<file path="config.mk">
export PLATFORM = sky130hd
export DESIGN_NAME = pcs_pc_unit
export DESIGN_NICKNAME = d
export VERILOG_FILES = /design/src/rtl/pcs_pkg.sv /design/src/rtl/pcs_rst_sync.sv /design/src/rtl/pcs_next_addr.sv /design/src/rtl/pcs_ret_stack.sv /design/src/rtl/pcs_pc_unit.sv
export SDC_FILE = /design/constraint.sdc
export NUM_CORES = 1
export LEC_CHECK = 0
export ABC_AREA = 0
export CAP_MARGIN = 10
export CORE_ASPECT_RATIO = 0.8
export CORE_MARGIN = 2
export CORE_UTILIZATION = 24
export DETAILED_ROUTE_END_ITERATION = 12
export PLACE_DENSITY = 0.54
export SETUP_SLACK_MARGIN = 0.3
export SLEW_MARGIN = 25
export SYNTH_ARGS = -nofsm -noshare
export SYNTH_HDL_FRONTEND = slang
export SYNTH_SLANG_ARGS = --single-unit
</file>
<file path="constraint.sdc">
create_clock -name clk -period 1.82 [get_ports clk]
set_clock_uncertainty 0.05 [all_clocks]
set_input_delay 0.273 -clock clk [delete_from_list [all_inputs] [get_ports clk]]
set_output_delay 0.273 -clock clk [all_outputs]
set_load 0.01 [all_outputs]
</file>
<file path="src/rtl/pcs_pkg.sv">
package pcs_pkg;

  typedef enum logic [2:0] {
    FL_SEQ   = 3'd0,
    FL_LJMP  = 3'd1,
    FL_LCALL = 3'd2,
    FL_SJMP  = 3'd3,
    FL_SCALL = 3'd4,
    FL_RET   = 3'd5,
    FL_PCWR  = 3'd6,
    FL_SPARE = 3'd7
  } flow_e;

endpackage

</file>
<file path="src/rtl/pcs_rst_sync.sv">
module pcs_rst_sync #(
  parameter int STAGES = 2
) (
  input  logic clk,
  input  logic rst_n,
  output logic rst_n_sync
);

  logic [STAGES-1:0] sync_q;

  always_ff @(posedge clk or negedge rst_n) begin
    if (!rst_n) sync_q <= '0;
    else        sync_q <= {sync_q[STAGES-2:0], 1'b1};
  end

  assign rst_n_sync = sync_q[STAGES-1];

endmodule

</file>
<file path="src/rtl/pcs_next_addr.sv">
module pcs_next_addr
  import pcs_pkg::*;
#(
  parameter int PC_W    = 10,
  parameter int SHORT_W = 8
) (
  input  flow_e             op,
  input  logic [PC_W-1:0]   pc,
  input  logic [PC_W-1:0]   addr,
  input  logic [SHORT_W-1:0] alu,
  input  logic              page,
  input  logic              skip,
  input  logic [PC_W-1:0]   pop_val,
  output logic [PC_W-1:0]   next_pc,
  output logic [PC_W-1:0]   push_val,
  output logic              push_req,
  output logic              pop_req
);

  localparam int GAP_W = PC_W - 1 - SHORT_W;
  localparam logic [PC_W-1:0] INC1 = PC_W'(1);
  localparam logic [PC_W-1:0] INC2 = PC_W'(2);

  logic [PC_W-1:0] seq_pc;
  logic [PC_W-1:0] short_jmp_pc;
  logic [PC_W-1:0] short_call_pc;
  logic [PC_W-1:0] write_pc;

  assign push_val      = pc + INC1;
  assign seq_pc        = pc + (skip ? INC2 : INC1);
  assign short_jmp_pc  = {page, addr[PC_W-2:0]};
  assign short_call_pc = {page, {GAP_W{1'b0}}, addr[SHORT_W-1:0]};
  assign write_pc      = {page, {GAP_W{1'b0}}, alu};

  always_comb begin
    next_pc  = seq_pc;
    push_req = 1'b0;
    pop_req  = 1'b0;
    unique case (op)
      FL_LJMP:  next_pc = addr;
      FL_LCALL: begin
        next_pc  = addr;
        push_req = 1'b1;
      end
      FL_SJMP:  next_pc = short_jmp_pc;
      FL_SCALL: begin
        next_pc  = short_call_pc;
        push_req = 1'b1;
      end
      FL_RET: begin
        next_pc = pop_val;
        pop_req = 1'b1;
      end
      FL_PCWR:  next_pc = write_pc;
      default:  next_pc = seq_pc;
    endcase
  end

endmodule

</file>
<file path="src/rtl/pcs_ret_stack.sv">
module pcs_ret_stack #(
  parameter int W = 10
) (
  input  logic         clk,
  input  logic         rst_n,
  input  logic         en,
  input  logic         push,
  input  logic         pop,
  input  logic [W-1:0] push_val,
  output logic [W-1:0] pop_val
);

  localparam int DEPTH = 2;
  localparam int PTR_W = 1;
  localparam int CNT_W = 2;
  localparam logic [CNT_W-1:0] FULL = CNT_W'(DEPTH);

  logic [W-1:0]     slot_q [DEPTH];
  logic [DEPTH-1:0] slot_we;
  logic [PTR_W-1:0] ptr_q, ptr_d;
  logic [CNT_W-1:0] cnt_q, cnt_d;
  logic             is_empty;

  assign is_empty = (cnt_q == '0);

  // newest entry sits just behind the pointer; an empty pop rereads the slot last vacated
  assign pop_val = is_empty ? slot_q[ptr_q] : slot_q[~ptr_q];

  for (genvar gi = 0; gi < DEPTH; gi++) begin : g_we
    assign slot_we[gi] = en && push && (ptr_q == PTR_W'(gi));
  end

  always_comb begin
    ptr_d = ptr_q;
    cnt_d = cnt_q;
    if (en && push) begin
      ptr_d = ~ptr_q;
      cnt_d = (cnt_q == FULL) ? FULL : cnt_q + CNT_W'(1);
    end else if (en && pop && !is_empty) begin
      ptr_d = ~ptr_q;
      cnt_d = cnt_q - CNT_W'(1);
    end
  end

  always_ff @(posedge clk or negedge rst_n) begin
    if (!rst_n) begin
      ptr_q <= '0;
      cnt_q <= '0;
    end else begin
      ptr_q <= ptr_d;
      cnt_q <= cnt_d;
    end
  end

  always_ff @(posedge clk or negedge rst_n) begin
    if (!rst_n) begin
      for (int i = 0; i < DEPTH; i++) slot_q[i] <= '1;
    end else begin
      for (int i = 0; i < DEPTH; i++) begin
        if (slot_we[i]) slot_q[i] <= push_val;
      end
    end
  end

  a_r10_depth_cap: assert property (@(posedge clk) disable iff (!rst_n)
    cnt_q <= FULL);

  a_r9_push_on_top: assert property (@(posedge clk) disable iff (!rst_n)
    (en && push) |=> (pop_val == $past(push_val)));

  a_r11_empty_pop_still: assert property (@(posedge clk) disable iff (!rst_n)
    (en && pop && !push && is_empty) |=> ($stable(pop_val) && is_empty));

  a_r2_idle_stack: assert property (@(posedge clk) disable iff (!rst_n)
    !en |=> ($stable(ptr_q) && $stable(cnt_q) && $stable(pop_val)));

endmodule

</file>
<file path="src/rtl/pcs_pc_unit.sv">
module pcs_pc_unit
  import pcs_pkg::*;
#(
  parameter int PC_W    = 10,
  parameter int SHORT_W = 8
) (
  input  logic               clk,
  input  logic               rst_n,
  input  logic               step_en,
  input  logic [2:0]         flow_op,
  input  logic [PC_W-1:0]    addr_field,
  input  logic [SHORT_W-1:0] alu_result,
  input  logic               page_sel,
  input  logic               skip_req,
  output logic [PC_W-1:0]    fetch_addr
);

  logic            rst_n_int;
  flow_e           op;
  logic [PC_W-1:0] pc_q, pc_d, next_pc;
  logic [PC_W-1:0] push_val, pop_val;
  logic            push_req, pop_req;

  assign op = flow_e'(flow_op);

  pcs_rst_sync #(.STAGES(2)) u_rst_sync (
    .clk        (clk),
    .rst_n      (rst_n),
    .rst_n_sync (rst_n_int)
  );

  pcs_next_addr #(.PC_W(PC_W), .SHORT_W(SHORT_W)) u_next (
    .op       (op),
    .pc       (pc_q),
    .addr     (addr_field),
    .alu      (alu_result),
    .page     (page_sel),
    .skip     (skip_req),
    .pop_val  (pop_val),
    .next_pc  (next_pc),
    .push_val (push_val),
    .push_req (push_req),
    .pop_req  (pop_req)
  );

  pcs_ret_stack #(.W(PC_W)) u_stack (
    .clk      (clk),
    .rst_n    (rst_n_int),
    .en       (step_en),
    .push     (push_req),
    .pop      (pop_req),
    .push_val (push_val),
    .pop_val  (pop_val)
  );

  always_comb begin
    pc_d = pc_q;
    if (step_en) pc_d = next_pc;
  end

  always_ff @(posedge clk or negedge rst_n_int) begin
    if (!rst_n_int) pc_q <= '1;
    else            pc_q <= pc_d;
  end

  assign fetch_addr = pc_q;

  a_r2_hold_pc: assert property (@(posedge clk) disable iff (!rst_n_int)
    !step_en |=> $stable(fetch_addr));

  a_r3_seq_inc: assert property (@(posedge clk) disable iff (!rst_n_int)
    (step_en && (op == FL_SEQ || op == FL_SPARE) && !skip_req)
      |=> (fetch_addr == PC_W'($past(fetch_addr) + PC_W'(1))));

  a_r4_skip_inc: assert property (@(posedge clk) disable iff (!rst_n_int)
    (step_en && op == FL_SEQ && skip_req)
      |=> (fetch_addr == PC_W'($past(fetch_addr) + PC_W'(2))));

  a_r5_long_target: assert property (@(posedge clk) disable iff (!rst_n_int)
    (step_en && (op == FL_LJMP || op == FL_LCALL)) |=> (fetch_addr == $past(addr_field)));

  a_r7_short_call_page: assert property (@(posedge clk) disable iff (!rst_n_int)
    (step_en && op == FL_SCALL)
      |=> (!fetch_addr[PC_W-2] && fetch_addr[PC_W-1] == $past(page_sel)));

  a_r8_pc_write: assert property (@(posedge clk) disable iff (!rst_n_int)
    (step_en && op == FL_PCWR)
      |=> (fetch_addr[SHORT_W-1:0] == $past(alu_result) && !fetch_addr[PC_W-2]));

endmodule

</file>
==> PnR_summary.wiki <==
{| class="wikitable"
! Metric !! Value
|-
| Status || finished with violations
|-
| Violated checks || setup timing
|-
| Iter 0 DRT Violations || ~110
|-
| Synth Register Bits || 35
|-
| GPL Wtd Cong || about 0.83
|-
| Classification of the worst setup path || register to register
|-
| Fmax || between 500 and 600 MHz
|-
| Largest family of logic cells by synthesized area || compound AO/OA/AOI/OAI gates
|-
| Number of flops mapped to enable cells by yosys || 0
|-
| Die W || approximately 110 um
|-
| Cell with the largest stage delay on the worst path || sky130_fd_sc_hd__dfstp_2
|-
| Type of the tightest min-delay check || primary input to asynchronous set/reset pin
|-
| Data arrival, critical path || 2.11 ns
|-
| Antenna cell count || 0
|-
| Startpoint of the lowest-slack register-to-register path || fetch_addr[0]
|-
| DR pass1 iterations || 4
|-
| Xor/xnor cell area share of the yosys netlist || 0.04285
|-
| Global Route Usage Sum || 0.1362
|-
| Total buffers and inverters traversed by the critical path || 1
|-
| Via Count || 2145
|-
| Starting density of the core || 0.2477
|-
| Kind of start point of the critical path || register
|-
| Post-Place Setup Slack || -0.5250 ns
|-
| Endpoints failing setup || 4
|-
| Cell count of the worst reg-to-reg path || 8
|-
| Post-DP HPWL || ~5000 um
|-
| Number of buffers on the longest clock path || 2
|-
| Dominant synthesized flop cell || sky130_fd_sc_hd__dfstp_2
|-
| Initial antenna violation count || 0
|-
| Clock insertion delay at the later pin of the skew report || between 0.2 and 0.3 ns
|-
| Standard-cell rows || 31
|-
| Synthesized cell area || about 2200 um2
|-
| Register clock-pin slew on the reported worst setup and hold paths || about 0.06 ns
|-
| Remaining routing DRC violations || 0
|-
| Share of cell area taken by muxes after synthesis || 0.09627
|-
| Critical Path End Type || register
|-
| Synthesized area per cell || slightly above 9 um2
|-
| Part of the Yosys area used for sequential elements || 0.4062
|-
| Number of maximum-capacitance constraint violations || 0
|-
| Final Hold Fails || 0
|-
| Setup repair after global routing missed its margin || true
|-
| Port bufs || 35
|-
| Data required time of the critical path || approximately 2.0 ns
|-
| Layout overhead on the synthesized area || 60.77%
|-
| Pleak || 0.001510 uW
|-
| Final sum of negative setup slack || -0.2689 ns
|-
| Count of unique library cells instantiated by Yosys || 53
|-
| Cell count along the critical path || 8
|-
| TritonCTS clock tree || done
|-
| Congestion Overflow GR || 0
|-
| Vias in the first global route || 2068
|-
| Cell Count Post-Placement || 420
|-
| Synthesized netlist net count || ~280
|-
| Maximum number of pins on one net before global-route repair || 34
|-
| Yosys synthesis warning count || 0
|-
| Routed WL per cell || between 10 and 15 um
|-
| Critical path's top delay family || adder cells
|-
| Start point of the critical path || fetch_addr[0]
|-
| Peak supply drop || roughly 0.00055 V
|-
| Worst Path Max Fanout || 2
|-
| Wire length of the first global-routing pass || around 11000 um
|-
| Fill count || 916
|-
| TritonCTS buffer count || 5
|-
| Clk sink count || 35
|-
| Simple-Gate Fraction of Synth Area || 0.1486
|-
| Power density over the cells || between 1000 and 1500 nW/um2
|-
| Final design utilization || 0.3983
|-
| Crit share post-route || 1.071
|-
| Vias/cell || between 4 and 5
|-
| Total area of sequential cells || 913.4 um2
|-
| Post-detailed-route count of antenna-violating nets || 0
|-
| Number of levels in the clock H-tree || 2
|-
| Share of flip-flops with an asynchronous set or reset || 1.000
|-
| Count of boundary I/O pins || 36
|-
| Time the final worst path needs with I/O delays and setup || approximately 2 ns
|-
| Layout Cells excl Fill || about 450
|-
| Cell count after synthesis || around 250
|-
| Area taken by multi-input logic gates || around 1500 um2
|-
| Series of cell instances along the critical path || ha_4 > inv_2 > fa_2 > nor2_1 > a21oi_1 > o22ai_1 > a221oi_2 > a21oi_2
|-
| Worst stage delay on the critical path || approximately 0.56 ns
|-
| Count of nets after finishing || approximately 370
|-
| Max-slew violations || 0
|-
| Routed wire length || ~6800 um
|-
| # hold bufs at CTS || 0
|-
| Minimum setup slack in the final design || -0.1299 ns
|-
| Standard cell core area || 9076 um2
|-
| Die Y-Extent || slightly above 90 um
|-
| Share of post-route cells with drive strength above 1 || 0.4615
|-
| Cell at the root of the clock tree || sky130_fd_sc_hd__clkbuf_16
|-
| Total Die Area || just over 10000 um2
|-
| Complex-gate fraction of the synthesized area || 0.2104
|-
| Arithmetic-cell share of the synthesized area counting full adders, half adders and majority gates || 0.03116
|}
## what timing repair did
item | CTS | global route
buffers inserted | 15 | 9
pin swaps | 12 | 9
setup endpoints to repair | 43 | 38
gates cloned | 0 | 1
hold endpoints to repair | 0 | 0
resized for setup | 46 | 39
## per-layer routing
| layer | track usage | part of all wire | vias to the layer above |
|---|---|---|---|
| li1 | - | - | 1062 |
| met1 | 0.1953 | 0.49 | 1029 |
| met2 | 0.2043 | 0.45 | 48 |
| met3 | 0.03289 | 0.049 | 6 |
| met4 | 0.03760 | 0.010 | 0 |
| met5 | 0 | 0 | - |
## synthesized netlist by cell type, types with 4 or more instances
cell | count | area share
sky130_fd_sc_hd__dfstp_2 | 30 | 0.35
sky130_fd_sc_hd__clkbuf_1 | 8 | 0.013
sky130_fd_sc_hd__o21a_1 | 4 | 0.013
sky130_fd_sc_hd__inv_1 | 17 | 0.028
sky130_fd_sc_hd__xnor2_1 | 8 | 0.031
sky130_fd_sc_hd__o221ai_1 | 5 | 0.019
sky130_fd_sc_hd__nor2_1 | 23 | 0.038
sky130_fd_sc_hd__nand2_1 | 23 | 0.038
sky130_fd_sc_hd__mux2_2 | 9 | 0.045
sky130_fd_sc_hd__dfrtp_1 | 5 | 0.056
sky130_fd_sc_hd__nand3_1 | 6 | 0.013
sky130_fd_sc_hd__mux2i_1 | 10 | 0.045
sky130_fd_sc_hd__nor3_1 | 5 | 0.011
sky130_fd_sc_hd__ha_1 | 4 | 0.022
sky130_fd_sc_hd__o21ai_0 | 18 | 0.040
sky130_fd_sc_hd__a21oi_1 | 18 | 0.040
sky130_fd_sc_hd__a221oi_1 | 4 | 0.016
## power breakdown
part | leakage, uW | internal [uW] | switching, uW
sequential | 0.000374 | 1260 | 209
combinational | 0.00107 | 1250 | 1040
clock | 0.0000679 | 506 | 324
total | 0.00151 | 3020 | 1570
## path summary, 6_finish.rpt
kind,to,slack [ns]
max,fetch_addr[1],-0.13
min in group clk,u_rst_sync.sync_q[1],0.30
max reg2reg,fetch_addr[1],-0.13
min reg2reg,u_stack.ptr_q,0.22
max in group asynchronous,fetch_addr[9],1.16
min,u_rst_sync.sync_q[0],0.10
## stage by stage
step | instance area [um2] | power (uW) | hold slack (ns)
detailed placement | 3007 | 3199 | 0.2395
CTS | 3379 | 4354 | 0.1010
floorplan | 2328 | 2613 | -0.07259
finish | 3615 | 4591 | 0.1012
global placement | 3007 | 3157 | 0.2445
global route | 3615 | 4891 | 0.1054
## layout make-up
class,instances,share of cell area
flip-flops and latches,35,0.2527
repair buffers,98,0.2420
clock buffers,7,0.03669
inverters,17,0.01765
well taps,115,0.03981
clock inverters,1,0.001385
multi-input cells,180,0.4098
## worst register-to-register path, stage by stage (launching register included)
cell                       delay (ns)
sky130_fd_sc_hd__dfstp_2         0.56
sky130_fd_sc_hd__ha_4            0.14
sky130_fd_sc_hd__inv_2           0.03
sky130_fd_sc_hd__fa_2            0.53
sky130_fd_sc_hd__nor2_1          0.04
sky130_fd_sc_hd__a21oi_1         0.12
sky130_fd_sc_hd__o22ai_1         0.10
sky130_fd_sc_hd__a221oi_2        0.21
sky130_fd_sc_hd__a21oi_2         0.09
## layout by cell type, fill, tap and decap left out, types with 4 or more instances in the layout
cell	instances
sky130_fd_sc_hd__nand2_1	20
sky130_fd_sc_hd__dlygate4sd2_1	8
sky130_fd_sc_hd__a21oi_1	15
sky130_fd_sc_hd__inv_2	4
sky130_fd_sc_hd__dfstp_2	30
sky130_fd_sc_hd__nor2_1	20
sky130_fd_sc_hd__mux2i_1	9
sky130_fd_sc_hd__o21a_1	4
sky130_fd_sc_hd__inv_1	13
sky130_fd_sc_hd__o21ai_0	9
sky130_fd_sc_hd__dfrtp_1	5
sky130_fd_sc_hd__buf_6	11
sky130_fd_sc_hd__o21ai_1	10
sky130_fd_sc_hd__clkdlybuf4s50_1	21
sky130_fd_sc_hd__clkbuf_16	6
sky130_fd_sc_hd__mux2_2	7
sky130_fd_sc_hd__o221ai_1	4
sky130_fd_sc_hd__ha_4	4
sky130_fd_sc_hd__buf_4	51
sky130_fd_sc_hd__nor2_4	4
## cell families (layout without fill, tap and decap cells)
kind of cell	count (synthesis)	in the layout
buffers and inverters	32	123
XOR/XNOR	11	11
flip-flops	35	35
AO/OA/AOI/OAI	73	73
other	1	1
adder cells (fa/ha/maj)	5	5
AND/OR/NAND/NOR	70	70
multiplexers	20	20
## flip-flops by register name, summed over array words and instances, names as in the netlist
register / count
fetch_addr: 10
u_rst_sync.sync_q: 2
u_stack.cnt_q: 2
u_stack.ptr_q: 1
u_stack.slot_q: 20
(Power assumes the default switching activity.)
